===== config.mk =====
export PLATFORM = sky130hd
export DESIGN_NAME = rx_duty_timer
export DESIGN_NICKNAME = d
export VERILOG_FILES = /design/src/rtl/rx_duty_timer.sv
export SDC_FILE = /design/constraint.sdc
export NUM_CORES = 1
export LEC_CHECK = 0
export BUFFER_PORTS_ARGS = -buffer_cell sky130_fd_sc_hd__buf_2
export CAP_MARGIN = 20
export CORE_UTILIZATION = 30
export CTS_CLUSTER_DIAMETER = 200
export DETAILED_ROUTE_END_ITERATION = 8
export PLACE_DENSITY = 0.44
export REMOVE_ABC_BUFFERS = 1
export SETUP_SLACK_MARGIN = 0.1
export SYNTH_ARGS = -nofsm -noshare
export SYNTH_HDL_FRONTEND = slang
export SYNTH_SLANG_ARGS = --single-unit
export TNS_END_PERCENT = 50

===== constraint.sdc =====
create_clock -name clk -period 10.1 [get_ports clk]
set_input_delay 1.01 -clock clk [delete_from_list [all_inputs] [get_ports clk]]
set_output_delay 1.01 -clock clk [all_outputs]
set_load 0.02 [all_outputs]

===== src/rtl/rx_duty_timer.sv =====
module rx_duty_timer #(
  parameter int CLK_HZ   = 50_000_000,
  parameter int WAKE_T   = 8,
  parameter int SETTLE_T = 4,
  parameter int OFF_T    = 16,
  parameter logic [7:0] ADDR_HI  = 8'h0B,
  parameter logic [7:0] ADDR_LO  = 8'h0C,
  parameter logic [7:0] ADDR_CFG = 8'h0D
) (
  input  logic       clk,
  input  logic       rst_n,
  input  logic       wr_en,
  input  logic [7:0] wr_addr,
  input  logic [7:0] wr_data,
  input  logic       line_in,
  output logic       rx_en,
  output logic [2:0] phase
);
  localparam int BASE_CYC = (CLK_HZ / 25000) * 3;
  localparam int CW = $clog2(BASE_CYC * 64) + 1;

  typedef enum logic [2:0] {
    S_IDLE = 3'd0, S_OFF = 3'd1, S_WAKE = 3'd2,
    S_SETTLE = 3'd3, S_ON = 3'd4, S_HOLD = 3'd5
  } st_t;

  st_t         st, nxt;
  logic [7:0]  on_hi, on_lo;
  logic        en;
  logic [1:0]  sel;
  logic        line_m, line_s, line_q;
  logic [CW-1:0] pcnt, lim;
  logic [15:0] dcnt, dur;

  wire [15:0] on_val = {on_hi, on_lo};
  wire cfg_wr = wr_en && (wr_addr == ADDR_CFG);
  wire en_nx  = cfg_wr ? wr_data[0] : en;
  wire rise   = line_s && !line_q;

  always_ff @(posedge clk or negedge rst_n)
    if (!rst_n) begin
      on_hi <= '0;
      on_lo <= '0;
      en    <= 1'b0;
      sel   <= '0;
    end else if (wr_en) begin
      if (wr_addr == ADDR_HI) on_hi <= wr_data;
      if (wr_addr == ADDR_LO) on_lo <= wr_data;
      if (cfg_wr) begin
        en  <= wr_data[0];
        sel <= wr_data[2:1];
      end
    end

  always_ff @(posedge clk or negedge rst_n)
    if (!rst_n) {line_m, line_s, line_q} <= 3'b111;
    else        {line_m, line_s, line_q} <= {line_in, line_m, line_s};

  assign lim = (st == S_ON) ? (CW'(BASE_CYC) << {sel, 1'b0}) : CW'(BASE_CYC);
  wire tick = (pcnt >= lim - 1'b1);
  wire last = tick && (dcnt == 16'd1);

  always_comb begin
    nxt = st;
    case (st)
      S_IDLE:   if (rise) nxt = S_WAKE;
      S_OFF:    if (rise || last) nxt = S_WAKE;
      S_WAKE:   if (!line_s) nxt = S_HOLD;
                else if (last) nxt = S_SETTLE;
      S_SETTLE: if (!line_s) nxt = S_HOLD;
                else if (last) nxt = (on_val == 16'd0) ? S_OFF : S_ON;
      S_ON:     if (!line_s) nxt = S_HOLD;
                else if (last) nxt = S_OFF;
      S_HOLD:   if (rise) nxt = S_WAKE;
      default:  nxt = S_IDLE;
    endcase
    if (!en_nx) nxt = S_IDLE;
  end

  always_comb
    case (nxt)
      S_WAKE:   dur = 16'(WAKE_T);
      S_SETTLE: dur = 16'(SETTLE_T);
      S_ON:     dur = on_val;
      S_OFF:    dur = 16'(OFF_T);
      default:  dur = '0;
    endcase

  always_ff @(posedge clk or negedge rst_n)
    if (!rst_n) begin
      st   <= S_IDLE;
      pcnt <= '0;
      dcnt <= '0;
    end else begin
      st <= nxt;
      if (nxt != st) begin
        pcnt <= '0;
        dcnt <= dur;
      end else if (tick) begin
        pcnt <= '0;
        dcnt <= dcnt - 16'd1;
      end else begin
        pcnt <= pcnt + 1'b1;
      end
    end

  assign rx_en = (st == S_WAKE) || (st == S_SETTLE) || (st == S_ON) || (st == S_HOLD);
  assign phase = st;
endmodule


==> key figures <==
Die
  – Core area: 12000 um2
  – Die X: 113 um
  – Starting density of the core: 30.8%
  – Row cnt: 40
  – Die Span Y: 113 um
  – I/O Pins: 24
  – Die area: 12800 um2

Timing
  – Post-layout min period: 4.90 ns
  – Tcrit/Tclk final: 48.5%
  – Slew Limit Fails: 0
  – Final Hold Fails: 0
  – Clk_skew: 0.0111 ns
  – RSZ-0062 raised after global routing: false
  – Worst slew pin tran: 0.828 ns
  – # setup viols final: 0
  – Worst relative slew slack: 44.6%
  – Total Neg Setup Slack: 0 ns
  – Max Clock Freq: 204 MHz

Synth
  – Post-Syn Instances: 356
  – Syn avg cell area: 10.4 um2
  – Mapped Area: 3700 um2
  – Ys async rst share: 100%
  – Register area share after synthesis: 41.3%
  – Seq cells post-synth: 61
  – Post-synth EDFFs: 0
  – Netlist cell types: 58
  – Synth warn: 0
  – Synth Flop Type: dfrtp_1

Setup path
  – Crit-path slowest cell: o211ai_4
  – CP Launch Type: flip-flop
  – CP top delay family: compound AO/OA/AOI/OAI gates
  – Max stage delay on crit path: 0.67 ns
  – Critical Path End Type: flip-flop
  – Buffers and inverters on the worst path: 1
  – Crit-path max FO: 32
  – Critical path, cell by cell: nand2b_1 -> nor2_1 -> o21ai_0 -> inv_1 -> ha_1 -> xnor2_1 -> ha_1 -> and4_1 -> a21oi_2 -> a2111oi_2 -> nor3_1 -> o41ai_1 -> a21oi_2 -> o211ai_4 -> or2_4 -> nor2_4
  – WS Path Type: reg -> reg
  – Worst reg2reg startpoint: phase[1]
  – WP data arrival: 5.09 ns
  – Crit path launch: phase[1]
  – Required time of the critical path: 10.29 ns

CTS
  – Inserted Clock Buffers: 9
  – Post_cts resized: 0
  – Number of H-tree levels: 3
  – CTS tree: done
  – Worst-Skew Late Latency: 0.33 ns
  – CTS clk-pin slew, worst paths: 0.06 ns
  – Root buf cell: clkbuf_16
  – # Post-CTS Setup Buffers: 0
  – CTS Buffer Depth: 2
  – CTS sink cnt: 61
  – CTS Hold Bufs: 0

Route
  – Starting DRC count in detailed routing: 95
  – Detailed Route WL: 7.72 mm
  – Via density: 4.92
  – # DRC: 0
  – TritonRoute pass-1 iters: 5
  – Via count: 2624
  – Wirelength per Cell: 14.5 um
  – Final ANT Viol Nets: 0

Global route
  – Initial antenna violation count: 0
  – Vias in the first global route: 2639
  – Total grt overflow: 0
  – All-Layer GR Usage: 13.4%
  – First-pass GRT wire length: 13.2 mm
  – Largest net degree at the start of global routing: 62

Placed design
  – Number of port buffers: 23
  – Placed insts: 517
  – GP Congestion: 0.758
  – HPWL after detailed placement: 5.59 mm

Min path
  – Type of the worst min-delay path: reg -> reg
  – Hold_sp: line_m

Cells and area
  – Final #Nets: 420
  – Syn-to-layout area delta: 15.1%
  – Layout cells sized above 1: 25.4%
  – Final Non-Filler Cells: 533
  – Diodes inserted: 0

Pwr
  – VDD IR-drop max: 0.0000717 V
  – Net Sw Frac: 30.5%
  – Net Sw Power: 0.255 mW
  – P_leak: 1.93 nW
  – P_int: 0.582 mW
  – PwrDens: 196 nW/um2
  – Flop pwr share: 40.4%
  – Gate power share: 19.8%
  – Clock share of power: 39.7%

Flow run
  – Total of max-cap violations: 0

Run status
  – Status: complete, no violations
[per-stage QoR]
step           utilization [%]  hold slack, ns  cell area (um2)  setup WS (ns)  power (mW)
2_1_floorplan                -           0.345             3630           5.77       0.461
3_3_place_gp              32.8           0.351             3940           5.33       0.507
3_5_place_dp              32.8           0.354             3940           5.20       0.509
4_1_cts                   35.5           0.361             4260           5.15       0.849
5_1_grt                   35.5           0.365             4260           4.72       0.886
6_report                  35.5           0.358             4260           5.20       0.837
[per-layer routing]
| layer | up-vias | GRT usage, % | share of wire, % |
|---|---|---|---|
| li1 | 1328 | - | - |
| met1 | 1246 | 18.7 | 53 |
| met2 | 42 | 19.6 | 43 |
| met3 | 8 | 3.11 | 3.1 |
| met4 | 0 | 6.32 | 1.6 |
| met5 | - | 0 | 0 |
[cell type report]
type | instances | area, um2
Fill cell | 1214 | 7750
Multi-Input combinational cell | 275 | 2070
Sequential cell | 61 | 1530
Clock buffer | 9 | 225
Tap cell | 147 | 184
Timing Repair Buffer | 24 | 123
Clock inverter | 7 | 97.6
Inverter | 10 | 37.5
[kinds of logic after synthesis]
group | count (synthesis) | share of synthesized area [%]
AND/OR/NAND/NOR | 143 | 24.1
flip-flops | 61 | 41.3
AO/OA/AOI/OAI | 55 | 10.4
XOR/XNOR | 33 | 7.81
multiplexers | 23 | 6.86
buffers and inverters | 21 | 2.97
adder cells (fa/ha/maj) | 19 | 6.42
other | 1 | 0.101
[state kept, by name (all words and copies together), names as in the netlist]
signal and count:
pcnt 20, dcnt 16, on_hi 8, on_lo 8
phase 3, sel 2, en 1, line_m 1
line_q 1, line_s 1
[worst paths after layout]
| check | end | slack [ns] | cells past startpoint |
|---|---|---|---|
| setup / recovery | pcnt[19] | 5.20 | 16 |
| hold reg to reg | line_s | 0.36 | 0 |
| max in group asynchronous | pcnt[11] | 8.72 | 2 |
| min in group asynchronous | phase[0] | 0.85 | 2 |
| setup reg to reg | pcnt[19] | 5.20 | 16 |
| hold / removal | line_s | 0.36 | 0 |
[placed cells by master, fill, tap and decap left out, types with 10 or more instances in the layout]
cell type / n
nand2_1: 20
mux2_2: 19
dfrtp_1: 58
ha_1: 19
xnor2_1: 18
o21ai_0: 13
nand3_1: 28
nor2_4: 18
xor2_1: 15
inv_1: 10
o21ai_1: 10
nor2_1: 17
buf_2: 23
[cell usage after synthesis, types with 2 or more instances]
master | n | area (um2)
a21oi_1 | 7 | 35.0
dfrtp_1 | 58 | 1450
nor4_1 | 8 | 50.1
nand2b_1 | 3 | 18.8
o21ai_0 | 13 | 65.1
and2_1 | 2 | 12.5
nand4_1 | 7 | 43.8
and3_1 | 7 | 43.8
nor2_2 | 2 | 12.5
o21ai_1 | 10 | 50.1
nor2_1 | 17 | 63.8
clkbuf_1 | 4 | 15.0
inv_1 | 10 | 37.5
or2_2 | 3 | 18.8
buf_2 | 4 | 20.0
dfstp_2 | 3 | 78.8
nand2_1 | 20 | 75.1
nor2_4 | 18 | 203
and4_1 | 4 | 35.0
mux2_2 | 19 | 214
mux2i_1 | 4 | 40.0
xor2_1 | 15 | 131
or3_1 | 2 | 12.5
buf_8 | 2 | 30.0
ha_1 | 19 | 238
nand3_1 | 28 | 140
a21o_1 | 4 | 30.0
o41ai_1 | 2 | 17.5
a21oi_2 | 3 | 26.3
xnor2_1 | 18 | 158
nor2b_1 | 5 | 31.3
a31o_2 | 2 | 17.5
nor3_1 | 8 | 40.0
[power groups by stage]
| stage | clock (mW) | combinational [mW] | sequential [mW] |
|---|---|---|---|
| 2_1_floorplan | 0 | 0.132 | 0.330 |
| 3_3_place_gp | 0 | 0.166 | 0.342 |
| 3_5_place_dp | 0 | 0.168 | 0.342 |
| 4_1_cts | 0.342 | 0.169 | 0.338 |
| 5_1_grt | 0.353 | 0.188 | 0.345 |
| 6_report | 0.333 | 0.166 | 0.338 |
(Power assumes the default switching activity.)
